**config.mk**
```make
export PLATFORM = sky130hd
export DESIGN_NAME = cfg_spi_slave
export DESIGN_NICKNAME = d
export VERILOG_FILES = /design/src/rtl/cfg_spi_slave.sv
export SDC_FILE = /design/constraint.sdc
export NUM_CORES = 1
export LEC_CHECK = 0
export ABC_CLOCK_PERIOD_IN_PS = 42300
export BUFFER_PORTS_ARGS = -buffer_cell sky130_fd_sc_hd__clkbuf_2
export CAP_MARGIN = 20
export CELL_PAD_IN_SITES_DETAIL_PLACEMENT = 0
export CELL_PAD_IN_SITES_GLOBAL_PLACEMENT = 1
export CORE_MARGIN = 4
export CORE_UTILIZATION = 51
export CTS_BUF_LIST = sky130_fd_sc_hd__clkbuf_4
export CTS_CLUSTER_DIAMETER = 40
export DETAILED_ROUTE_END_ITERATION = 16
export PLACE_DENSITY = 0.88
export SLEW_MARGIN = 25
export SYNTH_ARGS = -nofsm -noshare
export SYNTH_HDL_FRONTEND = slang
export SYNTH_SLANG_ARGS = --single-unit
```
**constraint.sdc**
```tcl
create_clock -name sclk -period 42.3 [get_ports sclk]
set_clock_uncertainty 0.05 [all_clocks]
set_input_delay 10.575 -clock sclk [delete_from_list [all_inputs] [get_ports sclk]]
set_output_delay 10.575 -clock sclk [all_outputs]
set_load 0.05 [all_outputs]
```
**src/rtl/cfg_spi_slave.sv**
```systemverilog
module cfg_spi_slave #(
  parameter int PAGES         = 4,
  parameter int REGS          = 16,
  parameter int BASE          = 16,
  parameter int PAGE_REG_ADDR = 0
) (
  input  logic                      rst,
  input  logic                      sel_n,
  input  logic                      sclk,
  input  logic                      sdi,
  output logic                      sdo,
  output logic [PAGES*REGS*8-1:0]   reg_bus
);
  timeunit 1ns; timeprecision 1ps;

  localparam int NREG = PAGES * REGS;
  localparam int FW   = (NREG > 1) ? $clog2(NREG) : 1;

  logic [4:0]  cnt;
  logic [22:0] shreg;
  logic [7:0]  page;
  logic [7:0]  regs [NREG];
  logic [7:0]  obits;
  logic        sdo_en;
  logic [7:0]  rbyte;

  wire abort = rst | sel_n;

  function automatic logic mapped(input logic [14:0] a, input logic [7:0] pg);
    return (int'(pg) < PAGES) && (int'(a) >= BASE) && (int'(a) < BASE + REGS);
  endfunction

  function automatic logic [FW-1:0] flat(input logic [14:0] a, input logic [7:0] pg);
    return FW'(int'(pg) * REGS + int'(a) - BASE);
  endfunction

  always_ff @(posedge sclk or posedge abort) begin
    if (abort) begin
      cnt   <= '0;
      shreg <= '0;
    end else begin
      cnt   <= (cnt == 5'd23) ? 5'd0 : cnt + 5'd1;
      shreg <= {shreg[21:0], sdi};
    end
  end

  wire [15:0] waddr  = shreg[22:7];
  wire [7:0]  wdata  = {shreg[6:0], sdi};
  wire        commit = (cnt == 5'd23) && !waddr[15];

  always_ff @(posedge sclk or posedge rst) begin
    if (rst) begin
      page <= '0;
      for (int k = 0; k < NREG; k++) regs[k] <= 8'(k * 29 + 90);
    end else if (commit) begin
      if (waddr[14:0] == 15'(PAGE_REG_ADDR)) page <= wdata;
      else if (mapped(waddr[14:0], page)) regs[flat(waddr[14:0], page)] <= wdata;
    end
  end

  wire [15:0] raddr = shreg[15:0];

  always_comb begin
    if (raddr[14:0] == 15'(PAGE_REG_ADDR)) rbyte = page;
    else if (mapped(raddr[14:0], page))    rbyte = regs[flat(raddr[14:0], page)];
    else                                   rbyte = 8'h00;
  end

  always_ff @(negedge sclk or posedge abort) begin
    if (abort) begin
      obits  <= '0;
      sdo_en <= 1'b0;
    end else if (cnt == 5'd16) begin
      obits  <= rbyte;
      sdo_en <= raddr[15];
    end else if (cnt == 5'd0) begin
      sdo_en <= 1'b0;
    end else begin
      obits  <= {obits[6:0], 1'b0};
    end
  end

  assign sdo = sdo_en & obits[7];

  for (genvar k = 0; k < NREG; k++) begin : g_bus
    assign reg_bus[k*8 +: 8] = regs[k];
  end
endmodule

```
# == Yosys cells after proc, flatten, opt, wreduce, memory -nomap -nowiden ==
# Index checks and enable logic that the tools add are counted.
# totals
register_bits,557
latch_bits,0
mem_bits_rw,0
mem_bits_ro,0
in_bits,4
output_inout_bits,513
elab_cells,116
n_memories,0
# classes
add_sub_neg,5
n_mul,0
div_mod_pow,0
magnitude_cmp,8
eq_ne,3
n_shift,0
mux,13
n_bitwise,5
n_reduce_logical,13
# ops
cell,count
$bwmux W512,1
$mux W8,7
$bmux W8 S6,1
$demux W8 S6,1
$ge A15 B5 Y1 const B,2
$logic_not A15 Y1,2
$lt A15 B6 Y1 const B,2
$ge A7 B7 Y1 const B,2
$not A6 Y7,2
$add A6 B6 Y6,2
$sub A6 B5 Y6 const B,2
$eq A5 B5 Y1 const B,2
$lt A8 B3 Y1 const B,1
$lt A7 B1 Y1 const B,1
$logic_and A1 B1 Y1,6
$add A5 B1 Y5 const B,1
$logic_not A5 Y1,1
$mux W5,1
$reduce_and A3 Y1,1
$mux W1,2
$ne A2 B2 Y1 const B,1
$reduce_and A2 Y1,1
$reduce_bool A2 Y1,1
$and A1 B1 Y1,1
3 further kinds,3

# == Depth between registers and ports, before layout ==
# Gate-level depths: netlist (run 1).
# logic_depth
word_depth,9
depth_mapped,10
depth_no_buf,8

==> flow_summary.ini, run 1 <==
[run_status]
status = finished clean

[clock_network]
clockBufferDepth = 3
cts_resized = 0
cts_setup_buffers = 0
cts.sinks = 557
clk_latency_ns = 1.01
cts.htree.levels = 4
clk_pin_slew_worst_paths_ns = 0.07
holdBufCountCts = 0
root_buffer = clkbuf_4
cts_tree = done
cts_inserted_buffers = 152

[worst_hold_path]
holdCritStartpoint = shreg[16]
hp-class = flip-flop to flip-flop

[synth]
synth_top_area_share_pct = 28.00
async_flop_share_pct = 100.0
yosys-top-cells-area = dfrtp_1, dfstp_2, mux2_2
ys_types = 63
syn_nets = 1699
synth_commonest_cells = mux2_2, dfrtp_1, dfstp_2
ys.flop_type = dfrtp_1
yosysSeqAreaShare_pct = 54.84
synth_cells = 1691
synth-edff-count = 0
syn-cell-area_um2 = 26000
syn_area_per_cell_um2 = 15.38
synth_area_leader_cell = dfrtp_1
ys_warn_count = 0
ys_ff_latch = 557
synth_most_common_cell = mux2_2

[critical_path]
critical_path_class = flip-flop to output port
max_stage_delay_ns = 0.42
cpMaxStageDelayCell = dfrtn_1
worstPathMaxFanout = 2
worst_setup_path_start_kind = flip-flop
required_ns = 31.67
path_delay_family = flip-flops
cp_data_arrival_time_ns = 22.93
worstReg2RegStart = shreg[0]
crit_start = obits[7]
end_kind = output port
cp_cell_sequence = and2_1 -> clkbuf_2
path_buf_inv = 1

[global_route]
antenna_found_initial = 2
grt_pass1_vias = 18650
grt_overflow = 0
grt_pass1_wl_mm = 123.3
grt_max_degree = 194
track_usage_pct = 30.62

[detailed_routing]
drc = 0
vias = 18030
drtIter0Drc = 1368
drtPass1Iterations = 5
via_per_inst = 5.848
wirelength_mm = 83.95
drtAntennaViolNets = 0
wire_per_inst_um = 27.24

[power]
peakVddDrop_mv = 0.02590
cellLeakagePower_nw = 15.25
powerDensity_nw_per_um2 = 36.32

[floorplan]
start_util_pct = 51.73
ios = 517
rows = 82
dieArea_um2 = 54670
fp.dieH_um = 233.8
core_um2 = 50270
die_x_um = 233.8

[placed_design]
port_buffers = 516
dp_hpwl_mm = 57.20
gp_congestion = 0.8988

[cells_and_area]
nets = 2281
area_delta_synth_final_pct = 19.69
fillers = 3938
postLayoutCoreUtil_pct = 61.91
drive_gt1_share_pct = 74.51

[sta]
rsz0062_at_grt = no
maxSlewViolCount = 0
hold_viol = 0
setup_viol = 0
maxSlewHeadroom_pct = 35.85
setup_tns_ns = 0
worstMarginPinSlew_ns = 0.9612

[run]
maxCapViolCount = 0
-- stage by stage --
stage	setup slack (ns)	hold WS, ns	area (µm²)	power, W	cells
3_5_place_dp	9.635	0.3201	28960	0.0006190	2790
3_3_place_gp	9.615	0.3128	28950	0.0006177	2790
2_1_floorplan	8.586	0.2987	26000	0.0006007	1691
5_1_grt	8.603	0.3411	31120	0.001179	3082
4_1_cts	8.647	0.3254	31070	0.001142	3072
6_report	8.748	0.3297	31120	0.001131	3082
-- registers in the layout, indices dropped and copies added, names as in the netlist --
name and flops:
reg_bus 512, shreg 23, obits 8, page 8
cnt 5, sdo_en 1
-- kinds of logic after synthesis --
| kind of cell | synth area share, % |
|---|---|
| AO/OA/AOI/OAI | 2.430 |
| AND/OR/NAND/NOR | 4.277 |
| flip-flops | 54.84 |
| adder cells (fa/ha/maj) | 0.1925 |
| XOR/XNOR | 0.2935 |
| multiplexers | 35.32 |
| buffers and inverters | 2.656 |
-- metal layers --
metal / wire length (µm) / GRT usage (%) / share of wire (%)
met5: 0 / 0 / 0
met1: 34020 / 40.39 / 41
met3: 5673 / 9.001 / 6.8
met2: 41080 / 48.15 / 49
met4: 3170 / 12.22 / 3.8
-- layout by cell type (no fill, tap or decap), types with 4 or more instances in the layout --
| master | n |
|---|---|
| nor3_1 | 5 |
| a21oi_1 | 20 |
| inv_2 | 5 |
| mux2_1 | 5 |
| nand3_1 | 15 |
| inv_1 | 7 |
| buf_4 | 15 |
| clkinv_1 | 20 |
| dfrtp_4 | 4 |
| ha_1 | 4 |
| dfrtn_1 | 9 |
| nor2_1 | 35 |
| nand2b_1 | 7 |
| clkinv_2 | 4 |
| dfrtp_1 | 284 |
| mux2_2 | 533 |
| diode_2 | 9 |
| a31oi_1 | 5 |
| nor2b_1 | 8 |
| o21ai_0 | 18 |
| a211oi_1 | 10 |
| nand2_1 | 39 |
| bufinv_16 | 4 |
| mux4_2 | 111 |
| a22oi_1 | 20 |
| mux2i_1 | 58 |
| a2111oi_0 | 5 |
| a21o_1 | 6 |
| nand2_2 | 56 |
| clkbuf_2 | 516 |
| nor2_2 | 12 |
| dfstp_2 | 257 |
| clkbuf_4 | 246 |
-- final timing paths --
check | end | slack, ns | cells after the start
worst max-delay path | sdo | 8.75 | 2
worst min-delay path | shreg[17] | 0.33 | 0
worst max register to register | obits[4] | 17.31 | 7
worst min register to register | shreg[17] | 0.33 | 0
max in group asynchronous | obits[2] | 10.86 | 3
min in group asynchronous | shreg[19] | 9.71 | 3
-- worst reg2reg max path, cell delays in order, from the launching register on --
cell and delay (ns):
dfrtp_4 0.80, buf_4 0.57, buf_4 0.56, mux4_2 0.66
mux2_2 0.29, a211oi_1 0.24, a21oi_1 0.16, a21o_1 0.23
-- area by class of cell --
cell class | count | area [µm²] | area share, %
sequential | 557 | 14280 | 45.88
timing repair buffer | 535 | 2765 | 8.884
antenna | 9 | 22.52 | 0.07236
inverter | 9 | 41.29 | 0.1327
clock inverter | 36 | 261.5 | 0.8402
multi-input combinational | 1018 | 11070 | 35.56
clock buffer | 246 | 1847 | 5.933
tap | 672 | 840.8 | 2.701
-- power by group --
part	internal [W]	switching, W
Sequential	0.000540	0.00000758
Combinational	0.0000159	0.0000470
Clock	0.000288	0.000233
Total	0.000843	0.000287
Note: power is estimated with default switching activity, not from simulation.
==> run 2, diff against run 1 <==
--- a/config.mk
+++ b/config.mk
@@ -5,17 +5,17 @@
 export SDC_FILE = /design/constraint.sdc
 export NUM_CORES = 1
 export LEC_CHECK = 0
-export ABC_CLOCK_PERIOD_IN_PS = 42300
+export ABC_CLOCK_PERIOD_IN_PS = 34200
 export BUFFER_PORTS_ARGS = -buffer_cell sky130_fd_sc_hd__clkbuf_2
 export CAP_MARGIN = 20
 export CELL_PAD_IN_SITES_DETAIL_PLACEMENT = 0
 export CELL_PAD_IN_SITES_GLOBAL_PLACEMENT = 1
 export CORE_MARGIN = 4
-export CORE_UTILIZATION = 51
+export CORE_UTILIZATION = 47
 export CTS_BUF_LIST = sky130_fd_sc_hd__clkbuf_4
 export CTS_CLUSTER_DIAMETER = 40
 export DETAILED_ROUTE_END_ITERATION = 16
-export PLACE_DENSITY = 0.88
+export PLACE_DENSITY = 0.82
 export SLEW_MARGIN = 25
 export SYNTH_ARGS = -nofsm -noshare
 export SYNTH_HDL_FRONTEND = slang
==> constraint.sdc (replaced) <==
create_clock -name sclk -period 34.2 [get_ports sclk]
set_clock_uncertainty 0.05 [all_clocks]
set_input_delay 8.55 -clock sclk [delete_from_list [all_inputs] [get_ports sclk]]
set_output_delay 8.55 -clock sclk [all_outputs]
set_load 0.05 [all_outputs]
==> flow_summary.ini, run 2 (same netlist as run 1, synthesis figures left out) <==
[clock_network]
clk_latency_ns = 0.99
holdBufCountCts = 0
cts_tree = done
cts_resized = 0
root_buffer = clkbuf_4
clk_pin_slew_worst_paths_ns = 0.07
cts.htree.levels = 4
cts_setup_buffers = 0
cts.sinks = 557
cts_inserted_buffers = 153
clockBufferDepth = 3

[critical_path]
max_stage_delay_ns = 0.41
end_kind = output port
cp.depth = 2
critical_path_class = flip-flop to output port
reg2reg_depth = 7
cp_cell_sequence = and2_1 -> clkbuf_2
path_buf_inv = 1
required_ns = 25.60
worstPathMaxFanout = 2
cpMaxStageDelayCell = dfrtn_1
cp_data_arrival_time_ns = 18.85
worst_setup_path_start_kind = flip-flop
path_delay_family = flip-flops

[sta]
maxSlewViolCount = 0
maxSlewHeadroom_pct = 32.42
setup_viol = 0
rsz0062_at_grt = no
hold_viol = 0
setup_ws_ns = 6.749
setup_tns_ns = 0
worstMarginPinSlew_ns = 1.014

[cells_and_area]
nets = 2281
seqCellArea_um2 = 14280
largest_reg_flops = 512
fillers = 4453
layout_commonest_cell = mux2_2
drive_gt1_share_pct = 74.38
final_cell_mix = mux2_2, clkbuf_2, dfrtp_1
area_delta_synth_final_pct = 19.71
multi_input_area_um2 = 11070

[global_route]
grt_pass1_vias = 18740
grt_overflow = 0
track_usage_pct = 28.72
antenna_found_initial = 1
grt_max_degree = 144
grt_pass1_wl_mm = 126.2

[power]
cellLeakagePower_nw = 15.23
peakVddDrop_mv = 0.02959
powerDensity_nw_per_um2 = 44.65

[detailed_routing]
wire_per_inst_um = 27.29
drtIter0Drc = 1105
wirelength_mm = 85.70
drtAntennaViolNets = 0
vias = 17780
via_per_inst = 5.661
drc = 0
drtPass1Iterations = 5

[placed_design]
gp_congestion = 0.8643
place_ws_ns = 7.589
port_buffers = 516
dp_hpwl_mm = 58.43

[floorplan]
core_um2 = 54350
fp.dieH_um = 243.2
start_util_pct = 47.85
ios = 517
die_x_um = 243.2
dieArea_um2 = 59160
rows = 85

[worst_hold_path]
hp-class = flip-flop to flip-flop
hold-path-cell-count = 0

[run_status]
status = finished clean

[run]
maxCapViolCount = 0
[run 2: routing by layer]
layer  up-vias  part of all wire, %  global-route usage, %
li1       7566                    -                      -
met1      9399                   41                  36.53
met2       649                   48                  45.16
met3       162                  7.2                  9.557
met4         0                  4.1                  12.60
met5         -                    0                      0
[run 2: layout make-up]
class	count	share of cell area, %
Clock buffer	242	5.836
Multi-Input combinational cell	1018	35.55
Timing Repair Buffer	534	8.810
Sequential cell	557	45.87
Antenna cell	1	0.008039
Inverter	9	0.1326
Tap cell	739	2.970
Clock inverter	40	0.8199
[run 2: final timing paths]
kind | slack, ns | from | end
worst max-delay path | 6.75 | obits[7] | sdo
worst min-delay path | 0.33 | shreg[18] | shreg[19]
worst max register to register | 13.27 | shreg[1] | obits[5]
worst min register to register | 0.33 | shreg[18] | shreg[19]
max in group asynchronous | 8.86 | rst | obits[5]
min in group asynchronous | 7.70 | sel_n | shreg[22]
[run 2: metrics by stage]
| stage | total power, W | instances | cell area (µm²) | hold slack (ns) | util, % |
|---|---|---|---|---|---|
| after floorplan | 0.0007429 | 1691 | 26000 | 0.2987 | - |
| after detailed placement | 0.0007665 | 2857 | 29060 | 0.3183 | 53.46 |
| after global routing | 0.001452 | 3140 | 31130 | 0.3377 | 57.28 |
| final | 0.001390 | 3140 | 31130 | 0.3267 | 57.28 |
| after CTS | 0.001406 | 3139 | 31130 | 0.3309 | 57.28 |
| after global placement | 0.0007649 | 2857 | 29050 | 0.3121 | 53.45 |
[run 2: power by group]
part	leakage [nW]	switching (W)	internal, W
Clock	1.24	0.000291	0.000345
Combinational	7.27	0.0000593	0.0000195
Sequential	6.72	0.00000823	0.000667
[run 2: worst register-to-register path, cell delays in order, from the launching register on]
cell	delay, ns
dfrtp_4	1.02
buf_4	0.75
mux4_2	0.67
mux2i_1	0.49
a22oi_1	0.13
o21ai_0	0.11
a2111oi_0	0.11
a21o_1	0.23
==> run 3, diff against run 2 <==
--- a/config.mk
+++ b/config.mk
@@ -5,7 +5,7 @@
 export SDC_FILE = /design/constraint.sdc
 export NUM_CORES = 1
 export LEC_CHECK = 0
-export ABC_CLOCK_PERIOD_IN_PS = 34200
+export ABC_CLOCK_PERIOD_IN_PS = 27700
 export BUFFER_PORTS_ARGS = -buffer_cell sky130_fd_sc_hd__clkbuf_2
 export CAP_MARGIN = 20
 export CELL_PAD_IN_SITES_DETAIL_PLACEMENT = 0
==> constraint.sdc (replaced) <==
create_clock -name sclk -period 27.7 [get_ports sclk]
set_clock_uncertainty 0.05 [all_clocks]
set_input_delay 6.925 -clock sclk [delete_from_list [all_inputs] [get_ports sclk]]
set_output_delay 6.925 -clock sclk [all_outputs]
set_load 0.05 [all_outputs]
==> flow_summary.ini, run 3 (same netlist as run 1, synthesis figures left out) <==
[floorplan]
die_x_um = 243.2
rows = 85
fp.dieH_um = 243.2
core_um2 = 54350
ios = 517
start_util_pct = 47.85
dieArea_um2 = 59160

[power]
seqPwrFrac_pct = 48.7
peakVddDrop_mv = 0.03787
power_frac_comb_pct = 5.7
powerDensity_nw_per_um2 = 55.01
internal-power_w = 0.001282
p_sw_share_pct = 25.16
p_sw_w = 0.0004310
cellLeakagePower_nw = 15.23
clockPowerShare_pct = 45.7

[global_route]
met2_usage_pct = 46.08
antenna_found_initial = 4
met3_usage_pct = 8.664
grt_overflow = 0
met1_usage_pct = 35.82
grt_pass1_wl_mm = 125.6
grt_pass1_vias = 18700
track_usage_pct = 28.45
grt_most_used_layer = met2
grt_max_degree = 172

[cells_and_area]
area_delta_synth_final_pct = 19.77
finish.instance_area_um2 = 31150
drive_gt1_share_pct = 74.34
largest_reg_flops = 512
final_cell_mix = mux2_2, clkbuf_2, dfrtp_1
layout_commonest_cell = mux2_2
fillers = 4433
instances_no_fill = 3139
nets = 2281

[critical_path]
regToRegSetupSlack_ns = 10.19
end_kind = output port
critical_path_class = flip-flop to output port
cp_data_arrival_time_ns = 15.54
worstPathMaxFanout = 2
required_ns = 20.73
worst_setup_path_start_kind = flip-flop

[sta]
maxSlewHeadroom_pct = 31.88
setup_tns_ns = 0
worstMarginPinSlew_ns = 1.022
maxSlewViolCount = 0
setup_viol = 0
hold_viol = 0
rsz0062_at_grt = no

[clock_network]
clockBufferDepth = 3
cts_setup_buffers = 0
cts.sinks = 557
cts_resized = 0
cts.htree.levels = 4
clk_pin_slew_worst_paths_ns = 0.06
holdBufCountCts = 0
cts_tree = done
root_buffer = clkbuf_4
cts_inserted_buffers = 155
clk_latency_ns = 0.96

[run]
maxCapViolCount = 0

[detailed_routing]
drc = 0
wire_per_inst_um = 27.00
vias = 17830
drtIter0Drc = 1109
drtAntennaViolNets = 0
wirelength_mm = 84.76
drtPass1Iterations = 5
via_per_inst = 5.680

[placed_design]
gp_congestion = 0.8636
post-place-cells = 2855
place_area_um2 = 29050
dp_hpwl_mm = 57.56
port_buffers = 516

[run_status]
status = finished clean

[worst_hold_path]
hp-class = flip-flop to flip-flop
[run 3: changes by cell type in the layout (fill, tap and decap cells not counted)]
cell	change
clkinv_4	-1
inv_2	-1
buf_6	+2
clkinvlp_4	-1
buf_12	+1
clkbuf_4	+8
buf_4	-5
clkinv_2	-5
inv_6	-1
diode_2	+2
[run 3: power by group through the flow]
stage	registers, W	logic [W]	clock network, W
after detailed placement	0.000847	0.0000982	0
after floorplan	0.000858	0.0000591	0
final	0.000834	0.0000972	0.000782
after CTS	0.000834	0.0000985	0.000806
after global placement	0.000847	0.0000971	0
after global routing	0.000835	0.000104	0.000853
[run 3: cell type report]
class	count	area [µm²]	share of cell area (%)
flip-flops and latches	557	14280	45.84
multi-input cells	1018	11070	35.54
repair buffers	532	2748	8.822
clock buffers	250	1877	6.026
well taps	739	924.6	2.969
clock inverters	31	201.4	0.6468
inverters	9	41.29	0.1326
diodes	3	7.507	0.02410
[run 3: metrics by stage]
step                      utilization (%)  setup slack (ns)  hold WS [ns]   power, W
after floorplan                         -             4.936        0.2987  0.0009173
after detailed placement            53.46             5.965        0.3121  0.0009456
final                               57.31             5.186        0.3315   0.001713
after global routing                57.31             5.005        0.3482   0.001792
after global placement              53.45             5.972        0.3112  0.0009440
after CTS                           57.28             5.029        0.3311   0.001738
[run 3: critical path, cell delays in order (launching register included)]
cell and delay [ns]:
dfrtn_1 0.41, and2_1 0.17, clkbuf_2 0.29
[run 3: worst paths after layout]
check / startpoint / end / cells after the start
worst max-delay path: obits[7] / sdo / 2
worst min-delay path: shreg[19] / shreg[20] / 0
worst max register to register: shreg[2] / obits[4] / 6
worst min register to register: shreg[19] / shreg[20] / 0
max in group asynchronous: rst / obits[0] / 3
min in group asynchronous: sel_n / shreg[0] / 3
[run 3: layer usage]
| metal | vias to the layer above | share of wire (%) |
|---|---|---|
| li1 | 7572 | - |
| met1 | 9452 | 40 |
| met2 | 645 | 49 |
| met3 | 159 | 7.1 |
| met4 | 0 | 3.8 |
| met5 | - | 0 |
